$ cat src/rtl/sds_pkg.sv
package sds_pkg;

  localparam int BYTE_W  = 8;
  localparam int WORD_W  = 2 * BYTE_W;
  localparam int MAX_LEN = 15;

  typedef enum logic [2:0] {
    SRC_A, SRC_BC, SRC_DE, SRC_HL, SRC_SP, SRC_IX, SRC_IY
  } src_e;

  typedef struct packed {
    logic bad;
    logic pfx;
    src_e src;
  } dec_t;

  // First byte of an instruction: direct store, prefix, or foreign.
  function automatic dec_t dec_lead(input logic [7:0] b);
    dec_t r;
    r = '{bad: 1'b0, pfx: 1'b0, src: SRC_A};
    case (b)
      8'h32:               r.src = SRC_A;
      8'h22:               r.src = SRC_HL;
      8'hDD, 8'hFD, 8'hED: r.pfx = 1'b1;
      default:             r.bad = 1'b1;
    endcase
    return r;
  endfunction

  // Opcode byte that follows a prefix.
  function automatic dec_t dec_tail(input logic [7:0] lead, input logic [7:0] b);
    dec_t r;
    r = '{bad: 1'b1, pfx: 1'b1, src: SRC_A};
    if (lead == 8'hED) begin
      case (b)
        8'h43: begin r.bad = 1'b0; r.src = SRC_BC; end
        8'h53: begin r.bad = 1'b0; r.src = SRC_DE; end
        8'h63: begin r.bad = 1'b0; r.src = SRC_HL; end
        8'h73: begin r.bad = 1'b0; r.src = SRC_SP; end
        default: r.bad = 1'b1;
      endcase
    end else if (b == 8'h22) begin
      r.bad = 1'b0;
      r.src = (lead == 8'hDD) ? SRC_IX : SRC_IY;
    end
    return r;
  endfunction

  // Total clock budget of a decoded form.
  function automatic int op_len(input logic pfx, input src_e s);
    if (pfx) return 15;
    return (s == SRC_A) ? 10 : 13;
  endfunction

  // Address of the high byte of a word store.
  function automatic logic [WORD_W-1:0] next_addr(input logic [WORD_W-1:0] a);
    return a + WORD_W'(1);
  endfunction

endpackage

$ cat src/rtl/sds_ctrl.sv
module sds_ctrl
  import sds_pkg::*;
#(
  parameter int BYTE_W = sds_pkg::BYTE_W
) (
  input  logic              clk,
  input  logic              rst_n,
  input  logic              start,
  input  logic [BYTE_W-1:0] fetch_byte,
  output logic              take,
  output logic              lo_cyc,
  output logic              hi_cyc,
  output logic              cap_cyc,
  output logic              wr1_step,
  output logic              wr2_step,
  output logic              we,
  output logic              done,
  output logic              illegal,
  output logic              busy,
  output src_e              src
);
  localparam int CNT_W = $clog2(MAX_LEN + 1);

  logic [CNT_W-1:0]  cyc;
  logic [CNT_W-1:0]  off;
  logic [CNT_W-1:0]  len;
  logic [BYTE_W-1:0] lead_q;
  logic              pfx_q;
  logic              ill_q;
  logic              wide;
  logic              lead_cyc;
  logic              tail_cyc;
  logic              finish;
  src_e              src_q;
  dec_t              lead_d;
  dec_t              tail_d;

  always_comb begin
    busy     = (cyc != '0);
    off      = pfx_q ? CNT_W'(2) : '0;
    wide     = (src_q != SRC_A);
    len      = CNT_W'(op_len(pfx_q, src_q));
    lead_d   = dec_lead(fetch_byte);
    tail_d   = dec_tail(lead_q, fetch_byte);
    lead_cyc = (cyc == CNT_W'(2));
    tail_cyc = pfx_q && (cyc == CNT_W'(4));
    take     = busy && !ill_q && !cyc[0] && (cyc <= CNT_W'(6) + off);
    lo_cyc   = !ill_q && (cyc == CNT_W'(4) + off);
    hi_cyc   = !ill_q && (cyc == CNT_W'(6) + off);
    cap_cyc  = (cyc == CNT_W'(7) + off);
    wr1_step = (cyc >= CNT_W'(8) + off) && (cyc <= CNT_W'(10) + off);
    wr2_step = wide && (cyc >= CNT_W'(11) + off) && (cyc <= CNT_W'(13) + off);
    we       = (cyc == CNT_W'(10) + off) || (wide && (cyc == CNT_W'(13) + off));
    done     = busy && !ill_q && (cyc == len);
    illegal  = ill_q;
    finish   = done || ill_q;
    src      = src_q;
  end

  always_ff @(posedge clk) begin
    if (!rst_n) begin
      cyc    <= '0;
      lead_q <= '0;
      pfx_q  <= 1'b0;
      ill_q  <= 1'b0;
      src_q  <= SRC_A;
    end else if (!busy || finish) begin
      cyc   <= start ? CNT_W'(1) : '0;
      pfx_q <= 1'b0;
      ill_q <= 1'b0;
      src_q <= SRC_A;
    end else begin
      cyc <= cyc + CNT_W'(1);
      if (lead_cyc) begin
        lead_q <= fetch_byte;
        pfx_q  <= lead_d.pfx;
        src_q  <= lead_d.src;
        ill_q  <= lead_d.bad;
      end
      if (tail_cyc) begin
        src_q <= tail_d.src;
        ill_q <= tail_d.bad;
      end
    end
  end

endmodule

$ cat src/rtl/sds_addr.sv
module sds_addr
  import sds_pkg::*;
#(
  parameter int BYTE_W = sds_pkg::BYTE_W,
  localparam int WORD_W = 2 * BYTE_W
) (
  input  logic              clk,
  input  logic              rst_n,
  input  logic [BYTE_W-1:0] fetch_byte,
  input  logic              lo_cyc,
  input  logic              hi_cyc,
  input  logic              wr1_step,
  input  logic              wr2_step,
  output logic [WORD_W-1:0] mem_addr
);
  logic [WORD_W-1:0] mn_q;

  always_ff @(posedge clk) begin
    if (!rst_n) mn_q <= '0;
    else begin
      if (lo_cyc) mn_q[BYTE_W-1:0]      <= fetch_byte;
      if (hi_cyc) mn_q[WORD_W-1:BYTE_W] <= fetch_byte;
    end
  end

  always_comb begin
    if (wr1_step)      mem_addr = mn_q;
    else if (wr2_step) mem_addr = next_addr(mn_q);
    else               mem_addr = '0;
  end

endmodule

$ cat src/rtl/sds_data.sv
module sds_data
  import sds_pkg::*;
#(
  parameter int BYTE_W = sds_pkg::BYTE_W,
  localparam int WORD_W = 2 * BYTE_W
) (
  input  logic              clk,
  input  logic              rst_n,
  input  src_e              src,
  input  logic              cap_cyc,
  input  logic              wr1_step,
  input  logic              wr2_step,
  input  logic [BYTE_W-1:0] rf_a,
  input  logic [WORD_W-1:0] rf_bc,
  input  logic [WORD_W-1:0] rf_de,
  input  logic [WORD_W-1:0] rf_hl,
  input  logic [WORD_W-1:0] rf_sp,
  input  logic [WORD_W-1:0] rf_ix,
  input  logic [WORD_W-1:0] rf_iy,
  output logic [BYTE_W-1:0] mem_wdata
);
  logic [WORD_W-1:0] pick;
  logic [WORD_W-1:0] word_q;

  always_comb begin
    case (src)
      SRC_BC:  pick = rf_bc;
      SRC_DE:  pick = rf_de;
      SRC_HL:  pick = rf_hl;
      SRC_SP:  pick = rf_sp;
      SRC_IX:  pick = rf_ix;
      SRC_IY:  pick = rf_iy;
      default: pick = {{BYTE_W{1'b0}}, rf_a};
    endcase
  end

  always_ff @(posedge clk) begin
    if (!rst_n)       word_q <= '0;
    else if (cap_cyc) word_q <= pick;
  end

  always_comb begin
    if (wr1_step)      mem_wdata = word_q[BYTE_W-1:0];
    else if (wr2_step) mem_wdata = word_q[WORD_W-1:BYTE_W];
    else               mem_wdata = '0;
  end

endmodule

$ cat src/rtl/store_direct_seq.sv
module store_direct_seq
  import sds_pkg::*;
#(
  parameter int BYTE_W = sds_pkg::BYTE_W,
  localparam int WORD_W = 2 * BYTE_W
) (
  input  logic              clk,
  input  logic              rst_n,
  input  logic              ifetch_valid,
  input  logic [BYTE_W-1:0] ifetch_byte,
  output logic              ifetch_take,
  input  logic [BYTE_W-1:0] rf_a,
  input  logic [WORD_W-1:0] rf_bc,
  input  logic [WORD_W-1:0] rf_de,
  input  logic [WORD_W-1:0] rf_hl,
  input  logic [WORD_W-1:0] rf_sp,
  input  logic [WORD_W-1:0] rf_ix,
  input  logic [WORD_W-1:0] rf_iy,
  output logic [WORD_W-1:0] mem_addr,
  output logic [BYTE_W-1:0] mem_wdata,
  output logic              mem_we,
  output logic              busy,
  output logic              done,
  output logic              illegal
);
  logic lo_cyc, hi_cyc, cap_cyc, wr1_step, wr2_step;
  src_e src;

  sds_ctrl #(.BYTE_W(BYTE_W)) u_ctrl (
    .clk(clk), .rst_n(rst_n), .start(ifetch_valid), .fetch_byte(ifetch_byte),
    .take(ifetch_take), .lo_cyc(lo_cyc), .hi_cyc(hi_cyc), .cap_cyc(cap_cyc),
    .wr1_step(wr1_step), .wr2_step(wr2_step), .we(mem_we), .done(done),
    .illegal(illegal), .busy(busy), .src(src)
  );

  sds_addr #(.BYTE_W(BYTE_W)) u_addr (
    .clk(clk), .rst_n(rst_n), .fetch_byte(ifetch_byte), .lo_cyc(lo_cyc),
    .hi_cyc(hi_cyc), .wr1_step(wr1_step), .wr2_step(wr2_step), .mem_addr(mem_addr)
  );

  sds_data #(.BYTE_W(BYTE_W)) u_data (
    .clk(clk), .rst_n(rst_n), .src(src), .cap_cyc(cap_cyc), .wr1_step(wr1_step),
    .wr2_step(wr2_step), .rf_a(rf_a), .rf_bc(rf_bc), .rf_de(rf_de), .rf_hl(rf_hl),
    .rf_sp(rf_sp), .rf_ix(rf_ix), .rf_iy(rf_iy), .mem_wdata(mem_wdata)
  );

endmodule

$ cat config.mk
export PLATFORM = sky130hd
export DESIGN_NAME = store_direct_seq
export DESIGN_NICKNAME = d
export VERILOG_FILES = /design/src/rtl/sds_pkg.sv /design/src/rtl/sds_ctrl.sv /design/src/rtl/sds_addr.sv /design/src/rtl/sds_data.sv /design/src/rtl/store_direct_seq.sv
export SDC_FILE = /design/constraint.sdc
export NUM_CORES = 1
export LEC_CHECK = 0
export BUFFER_PORTS_ARGS = -buffer_cell sky130_fd_sc_hd__clkbuf_2
export CORE_UTILIZATION = 40
export DETAILED_ROUTE_END_ITERATION = 8
export HOLD_SLACK_MARGIN = 0.1
export PLACE_DENSITY_LB_ADDON = 0.2
export REMOVE_ABC_BUFFERS = 1
export SLEW_MARGIN = 20
export SYNTH_ARGS = -nofsm -noshare
export SYNTH_HDL_FRONTEND = slang
export SYNTH_SLANG_ARGS = --single-unit
$ cat constraint.sdc
create_clock -name clk -period 3.9 [get_ports clk]
set_clock_uncertainty 0.05 [all_clocks]
set_input_delay 0.78 -clock clk [delete_from_list [all_inputs] [get_ports clk]]
set_output_delay 0.78 -clock clk [all_outputs]
set_load 0.02 [all_outputs]
## After elaboration in Yosys (flattened, before gate mapping)

Index checks and enable logic that the tools add are counted.

| operators by class | value |
|---|---|
| $add $sub $neg | 9 |
| multipliers | 0 |
| divide/modulo/power cells | 0 |
| magnitude comparators | 5 |
| equal/unequal tests | 25 |
| shift-type cells | 0 |
| muxes and demuxes | 26 |
| bitwise logic cells | 2 |
| reductions and logical operators | 26 |

Operators with widths:

| operator | number |
|---|---|
| 16-bit one-hot mux with 6 select lines | 1 |
| 8-bit equality test, second input constant | 5 |
| 8-bit by 7-bit equality test with 1-bit output, second input constant | 4 |
| 16-bit two-way mux | 2 |
| 4-bit equality test | 6 |
| 16-bit by 1-bit adder with 16-bit output, second input constant | 1 |
| 4-bit adder, first input constant | 4 |
| 8-bit by 6-bit equality test with 1-bit output, second input constant | 2 |
| 8-bit two-way mux | 2 |
| 3-bit two-way mux | 5 |
| 3-bit by 4-bit adder with 4-bit output, first input constant | 3 |
| 4-bit <= comparator | 3 |
| 4-bit two-way mux | 3 |
| 3-bit one-hot mux with 4 select lines | 1 |
| 1-bit logical AND | 11 |
| 3-bit equality test, second input constant | 3 |
| 1-bit two-way mux | 9 |
| 4-bit >= comparator | 2 |
| 3-bit by 2-bit equality test with 1-bit output, second input constant | 2 |
| 2-bit two-way mux | 3 |
| 5-bit OR reduction | 1 |
| 4-bit by 1-bit adder with 4-bit output, second input constant | 1 |
| 4-bit by 2-bit equality test with 1-bit output, second input constant | 1 |
| 4-bit by 3-bit equality test with 1-bit output, second input constant | 1 |
| 12 further kinds | 17 |

| storage, ports and cells | value |
|---|---|
| register bits after elaboration | 49 |
| latch bits | 0 |
| bits in writable memories | 0 |
| ROM bits | 0 |
| input port bits | 115 |
| memories kept | 0 |

## Depth between registers and ports, before layout

Gate-level depths: netlist of the first run.

| depth | value |
|---|---|
| word-level depth | 9 |
| depth in mapped cells | 9 |
| mapped depth without buffers | 7 |

## By module

A second synthesis of the first run with hierarchy kept.

| unflattened totals | value |
|---|---|
| cell total of the unflattened synthesis | 456 |
| area total of the unflattened synthesis | 3,763.6 um^2 |

Modules (own cells, without submodules):

| module | times used | cells each | area an instance (um^2) | sequential area each (um^2) |
|---|---|---|---|---|
| sds_data | 1 | 198 | 1,575.3 | 320.3 |
| sds_ctrl | 1 | 141 | 1,178.6 | 340.3 |
| sds_addr | 1 | 117 | 1,009.7 | 320.3 |

## Least setup slack after synthesis of the first run

Ideal clock, no wire load.

| timing path | value |
|---|---|
| kind | register to output |
| start point | reg u_ctrl.pfx_q |
| end point | out mem_addr[13] |
| data arrival time | 2.284 ns |
| required time | 3.070 ns |
| setup slack | 0.786 ns |
| cell stages (with the launch flop) | 9 |
| buffers on the path | 1 |
| cells stage by stage | dfxtp_1 -> clkbuf_1 -> inv_1 -> ha_1 -> nor2b_1 -> o21a_1 -> nor2_1 -> or3_1 -> a21oi_1 |

| between the ends | value |
|---|---|
| cells in the longest elaborated chain, start to end | 7 |

Ends and longest elaborated chain:

| what | RTL line | text |
|---|---|---|
| start: declaration | sds_ctrl.sv:28 | `logic pfx_q;` |
| start signal: assignment | sds_ctrl.sv:76 | `pfx_q <= lead_d.pfx;` |
| 2-bit two-way mux (*) | sds_ctrl.sv:40 | `off = pfx_q ? CNT_W'(2) : '0;` |
| 4-bit adder | sds_ctrl.sv:52 | `wr2_step = wide && (cyc >= CNT_W'(11) + off) && (cyc <= CNT_W'(13) + off);` |
| 4-bit >= comparator | sds_ctrl.sv:52 |  |
| 1-bit logical AND (2 in series) | sds_ctrl.sv:52 |  |
| 16-bit two-way mux | sds_addr.sv:28 | `else if (wr2_step) mem_addr = next_addr(mn_q);` |
| 16-bit two-way mux (*) | sds_addr.sv:27 | `if (wr1_step) mem_addr = mn_q;` |
| end: declaration | store_direct_seq.sv:19 | `output logic [WORD_W-1:0] mem_addr,` |

Mark *: on every way between the ends. The rest lies on a longest branch, timed or not.

## Worst setup path in the final report of the first run

| timing path | value |
|---|---|
| start point | reg u_ctrl.cyc[1] |
| end point | out mem_addr[1] |

| between the ends | value |
|---|---|
| cells in the longest elaborated chain, start to end | 5 |

Ends and longest elaborated chain:

| what | RTL line | text |
|---|---|---|
| start: declaration | sds_ctrl.sv:24 | `logic [CNT_W-1:0] cyc;` |
| start signal: assignment | sds_ctrl.sv:68 | `cyc <= start ? CNT_W'(1) : '0;` |
| start signal: assignment | sds_ctrl.sv:73 | `cyc <= cyc + CNT_W'(1);` |
| 4-bit >= comparator | sds_ctrl.sv:52 |  |
| 1-bit logical AND (2 in series) | sds_ctrl.sv:52 |  |
| 16-bit two-way mux | sds_addr.sv:28 |  |
| 16-bit two-way mux (*) | sds_addr.sv:27 |  |

Marked as above.

==> results of run 1 <==
layer usage:
layer / up-vias / track usage (%) / routed length, um
met5: - / 0 / 0
met4: 0 / 6.54 / 182
met3: 17 / 2.91 / 464
met2: 127 / 35.5 / 4770
met1: 1703 / 26.8 / 4530
li1: 1897 / - / -
registers in the layout, indices dropped and copies added (netlist names):
signal,flops
u_addr.mn_q,16
u_data.word_q,16
u_ctrl.lead_q,8
u_ctrl.cyc,4
u_ctrl.src,3
u_ctrl.illegal,1
u_ctrl.pfx_q,1
stage by stage:
step           setup WS, ns  hold slack [ns]  utilization [%]  total power [W]
2_1_floorplan         0.543            0.394                -         0.000577
3_3_place_gp          0.496            0.416             50.8         0.000658
3_5_place_dp          0.417            0.421             50.8         0.000660
4_1_cts              0.0593            0.431             51.8         0.000956
5_1_grt             0.00665            0.459             51.9         0.000992
6_report              0.243            0.427             51.9         0.000946
what timing repair did:
action,CTS,global route
endpoints found under the setup margin,0,24
gates resized for setup,0,3
setup buffers,0,0
endpoints found under the hold margin,0,0
worst reg2reg max path, delay by kind of cell (launching register included):
| kind | cells | cell delay (ns) |
|---|---|---|
| AND/OR/NAND/NOR | 3 | 0.81 |
| flip-flops | 1 | 0.58 |
| AO/OA/AOI/OAI | 1 | 0.30 |
| adder cells (fa/ha/maj) | 1 | 0.28 |
| buffers and inverters | 2 | 0.26 |
placed cells by master, fill, tap and decap left out, types with 4 or more instances in the layout:
master | Yosys | routed
buf_4 | 0 | 9
nand3_1 | 17 | 17
nor2b_1 | 24 | 24
o211ai_1 | 4 | 4
inv_1 | 10 | 10
clkbuf_8 | 0 | 5
nand4_1 | 5 | 5
xnor2_1 | 7 | 7
clkbuf_2 | 0 | 143
a221oi_1 | 6 | 6
nor2_1 | 36 | 34
a21boi_0 | 8 | 8
nand2_1 | 39 | 39
mux4_2 | 13 | 13
a21oi_1 | 24 | 24
a22o_1 | 12 | 12
a31oi_1 | 7 | 7
a211oi_1 | 4 | 4
nand2b_1 | 4 | 4
o21ai_0 | 23 | 23
ha_1 | 11 | 11
mux2i_1 | 31 | 31
mux2_2 | 5 | 5
nor3_1 | 7 | 6
dfxtp_1 | 49 | 46
xor2_1 | 11 | 11
kinds of logic (layout without fill, tap and decap cells):
kind of cell | Yosys count | in the layout | share of synthesized area (%)
muxes | 49 | 49 | 17.7
DFF | 49 | 49 | 26.3
buffers and inverters | 41 | 170 | 4.73
and+or+nand+nor | 158 | 158 | 22.1
AOI/OAI and AO/OA | 117 | 117 | 21.4
adders and majority gates | 11 | 11 | 3.69
xor gates and xnor gates | 18 | 18 | 4.22
power by group through the flow:
stage | logic (W) | registers [W] | clock network, W
5_1_grt | 0.000154 | 0.000509 | 0.000329
2_1_floorplan | 0.0000585 | 0.000518 | 0
3_5_place_dp | 0.000141 | 0.000520 | 0
4_1_cts | 0.000141 | 0.000508 | 0.000307
6_report | 0.000140 | 0.000508 | 0.000298
3_3_place_gp | 0.000138 | 0.000520 | 0
worst min-delay path by stage:
stage | start | end | slack, ns | cells after the start
floorplan | u_data.word_q[10] | u_data.word_q[10] | 0.39 | 2
global placement | u_data.word_q[10] | u_data.word_q[10] | 0.42 | 2
detailed placement | u_data.word_q[12] | u_data.word_q[12] | 0.42 | 2
CTS | u_data.word_q[12] | u_data.word_q[12] | 0.43 | 2
global route | u_data.word_q[10] | u_data.word_q[10] | 0.46 | 2
finish | u_data.word_q[12] | u_data.word_q[12] | 0.43 | 2
area by class of cell:
type,instances,area [um2],area share [%]
repair buffers,152,783,17.0
multi-input cells,353,2590,56.0
clock buffers,6,72.6,1.57
clock inverters,2,15.0,0.325
inverters,10,37.5,0.813
well taps,108,135,2.93
flip-flops and latches,49,985,21.3
==> results.yml, run 1 <==
cells_and_area:
  num_antenna_cells: 0
  drive_gt1_share_pct: 34.1
  final_cells: 680
  n_fill_cell: 879
  finalNetCount: 697
  syn_to_final_growth_pct: 23.6
  postLayoutCellArea_mm2: 0.00461
setup_path:
  r2r-start: "u_ctrl.cyc[0]"
  crit_arrival_ns: 2.83
  reg2reg_depth: 7
  slowest_stage: "nor4_1"
  r2r-end: "u_ctrl.src[1]"
  worstSetupStartpoint: "u_ctrl.cyc[1]"
  path_max_fanout: 10
  reg2reg_slack_ns: 1.51
  cp_num_buf_inv: 4
  path_common_cell: "inv_1"
  crit_path_cell_trace: "inv_1 -> ha_1 -> inv_1 -> a21oi_1 -> nor4_1 -> nor2b_1 -> buf_4 -> a22o_1 -> clkbuf_2"
  critPathRequiredTime_ns: 3.07
  crit_end: "mem_addr[1]"
  path_class: "flop to primary output"
  start_kind: "flop"
  cpPeakStageDelay_ns: 0.65
  crit_family: "simple AND/OR/NAND/NOR gates"
  end_kind: "primary output"
  worst-path-stages: 9
synth:
  synth_most_common_cell: "dfxtp_1"
  synth_commonest_cells: "dfxtp_1 (49), nand2_1 (39), nor2_1 (36), mux2i_1 (31)"
  ys_seq_area_share_pct: 26.3
  async_flop_share_pct: 0
  synth.yosys.warnings: 0
  synth-edff-count: 0
  ys_ff_latch: 49
  yosysTopAreaCellShare_pct: 26.3
  synth.area.top_cells: "dfxtp_1 (26%), mux2i_1 (8.3%), mux4_2 (7.8%)"
  syn_avg_cell_area_um2: 8.43
  synth_top_area_cell: "dfxtp_1"
  synthCells: 443
  synthDistinctLibCells: 59
  syn_area_mm2: 0.00373
  synth-main-ff-cell: "dfxtp_1"
placed_design:
  place_congestion: 0.866
  port_buffers: 143
  hpwl_um: 7880
  dpl.cell_count: 672
  place_area_mm2: 0.00452
clock_network:
  tritoncts: "done"
  clockBufferDepth: 2
  holdBufCountCts: 0
  cts.clk_slew.worst_paths_ns: 0.09
  h-tree-depth: 2
  insertion_delay_ns: 0.30
  clkSinkCount: 49
  cts_buffers: 5
  cts_root_buf: "clkbuf_8"
sta:
  rsz0062_at_grt: "no"
  relSlewSlack_pct: 50.3
  drv_slew: 0
  hold_violations: 0
  post-route-period-util_pct: 93.8
  final-setup-viol-count: 0
  fin_setup_tns_ns: 0
  worst_pin_slew_ns: 0.739
  fmax_mhz: 273
  post-route-min-period_ns: 3.66
power:
  p_comb_share_pct: 14.8
  seqPwrFrac_pct: 53.7
  swShare_pct: 25.6
  peakVddDrop_mv: 0.106
  powerDensity_mw_per_mm2: 205
  p_int_w: 0.000704
  leakage_nw: 1.73
  p_sw_w: 0.000242
  clock_power_share_pct: 31.5
floorplanning:
  coreArea_mm2: 0.00889
  initial_utilization_pct: 42.0
  fp.dieH_um: 98.6
  rows: 34
  die_w_um: 98.6
  io_pins: 144
  dieArea_mm2: 0.00972
routing:
  num_vias: 3744
  wire_per_inst_um: 14.6
  dr.first_iter.drc_count: 85
  drcViolationCount: 0
  post_drt_via_cell_ratio: 5.51
  first_pass_iters: 5
  postRouteAntennaNets: 0
  drt-total-wl_um: 9950
outcome:
  status: "complete, no violations"
global_route:
  grt_util_all_layers_pct: 20.7
  grt_max_degree: 44
  grt_pass1_wl_um: 16300
  grt_pass1_vias: 3454
  grt_overflow_total: 0
  antenna_found_initial: 0
run:
  drv_cap: 0
min_path:
  min_path_type: "flop to flop"
(Power assumes the default switching activity.)
==> run 2, diff against run 1 <==
==> constraint.sdc (replaced) <==
create_clock -name clk -period 3 [get_ports clk]
set_clock_uncertainty 0.05 [all_clocks]
set_input_delay 0.6 -clock clk [delete_from_list [all_inputs] [get_ports clk]]
set_output_delay 0.6 -clock clk [all_outputs]
set_load 0.02 [all_outputs]
==> run 2 against run 1 <==
Effect of this change: critical path depth unchanged; core utilization increased by 2.6 points; clock power increased by 58%; die area unchanged; largest power group unchanged; global-route usage increased by 0.86 points; flip-flop and latch count unchanged; via count increased by 1.7%; non-clock buffer count increased by 9; first-iteration DRC count increased by 1.2%; sequential power increased by 30%; count of clock-buffer cells in the layout unchanged; critical path type unchanged.
==> results.yml, run 2 (same netlist as run 1, synthesis figures left out) <==
outcome:
  status: "complete, no violations"
routing:
  postRouteAntennaNets: 0
  wire_per_inst_um: 15.2
  first_pass_iters: 4
  drt-total-wl_um: 10500
  post_drt_via_cell_ratio: 5.53
  dr.first_iter.drc_count: 86
  num_vias: 3807
  drcViolationCount: 0
setup_path:
  end_kind: "primary output"
  reg2reg_depth: 7
  path_max_fanout: 8
  critPathRequiredTime_ns: 2.35
  crit_arrival_ns: 2.28
  path_class: "flop to primary output"
  start_kind: "flop"
run:
  drv_cap: 0
global_route:
  grt_max_degree: 41
  grt_util_all_layers_pct: 21.5
  grt_overflow_total: 0
  grt_pass1_vias: 3616
  grt_pass1_wl_um: 17200
  antenna_found_initial: 0
floorplanning:
  die_w_um: 98.6
  rows: 34
  io_pins: 144
  fp.dieH_um: 98.6
  initial_utilization_pct: 42.0
  dieArea_mm2: 0.00972
  coreArea_mm2: 0.00889
power:
  total_power_w: 0.00132
  powerDensity_mw_per_mm2: 273
  leakage_nw: 1.82
  peakVddDrop_mv: 0.187
sta:
  final-setup-viol-count: 0
  worst_pin_slew_ns: 0.768
  timing.hold.ws_ns: 0.427
  post-route-min-period_ns: 2.93
  drv_slew: 0
  fmax_mhz: 342
  fin_ws_ns: 0.0734
  fin_setup_tns_ns: 0
  post-route-period-util_pct: 97.6
  relSlewSlack_pct: 48.3
  hold_violations: 0
clock_network:
  insertion_delay_ns: 0.30
  clockBufferDepth: 2
  holdBufCountCts: 0
  h-tree-depth: 2
  tritoncts: "done"
  cts_root_buf: "clkbuf_8"
  cts_buffers: 5
  clkSinkCount: 49
  cts.clk_slew.worst_paths_ns: 0.09
placed_design:
  place_area_mm2: 0.00457
  preCtsSetupSlack_ns: 0.00837
  port_buffers: 143
  hpwl_um: 8110
  place_congestion: 0.855
cells_and_area:
  layout_commonest_cell: "clkbuf_2"
  largest_registers: "u_addr.mn_q x16, u_data.word_q x16, u_ctrl.lead_q x8"
  final_cell_mix: "clkbuf_2 (137), nand2_1 (39), dfxtp_1 (39), nor2_1 (34), mux2i_1 (31)"
  num_antenna_cells: 0
  syn_to_final_growth_pct: 29.8
  finalNetCount: 706
  drive_gt1_share_pct: 39.2
  postLayoutCellArea_mm2: 0.00485
min_path:
  min_delay_path_depth: 2
  min_path_type: "flop to flop"
## run 2: changes by cell type in the layout (fill, tap and decap cells not counted), moves of 3 or more
cell	delta
a2111oi_2	+3
a2111oi_0	-3
dfxtp_1	-7
clkbuf_2	-6
dfxtp_2	+5
buf_4	+12
## run 2: per-stage QoR
step | util, % | std cells
finish | 54.5 | 689
detailed placement | 51.4 | 679
floorplan | - | 412
global route | 54.5 | 689
global placement | 51.4 | 679
CTS | 53.4 | 688
## run 2: area by class of cell
class	instances	area, um2
Timing Repair Buffer	161	871
Sequential cell	49	998
Tap cell	108	135
Clock buffer	6	72.6
Fill cell	829	4040
Clock inverter	2	38.8
Multi-Input combinational cell	353	2690
Inverter	10	40.0
## run 2: what timing repair did
item,4_1_cts,5_1_grt
pin swaps,1,3
setup buffers,1,1
setup endpoints to repair,24,26
gates resized for setup,19,35
## run 2: worst paths after layout
check	from	endpoint	slack, ns
max	u_ctrl.pfx_q	mem_wdata[2]	0.07
min	u_data.word_q[10]	u_data.word_q[10]	0.43
max reg2reg	u_ctrl.cyc[0]	u_ctrl.lead_q[1]	0.78
min reg2reg	u_data.word_q[10]	u_data.word_q[10]	0.43
## run 2: report_power, final
group,total [W],switching (W),internal (W),leakage [nW]
clock,0.000470,0.000220,0.000250,0.0554
sequential,0.000658,0.00000620,0.000652,0.400
combinational,0.000195,0.0000914,0.000104,1.36
## run 2: per-layer routing
| metal | track usage [%] | part of all wire [%] | vias to the layer above |
|---|---|---|---|
| li1 | - | - | 1909 |
| met1 | 26.5 | 43 | 1750 |
| met2 | 39.4 | 51 | 142 |
| met3 | 3.48 | 5.7 | 6 |
| met4 | 4.59 | 0.79 | 0 |
| met5 | 0 | 0 | - |
## run 2: critical path, stage by stage, from the launching register on
cell     delay, ns
dfxtp_2       0.36
inv_4         0.05
ha_4          0.25
inv_1         0.09
a21oi_1       0.08
nor4_2        0.41
nor2b_4       0.27
buf_6         0.16
a22o_1        0.16
buf_4         0.15
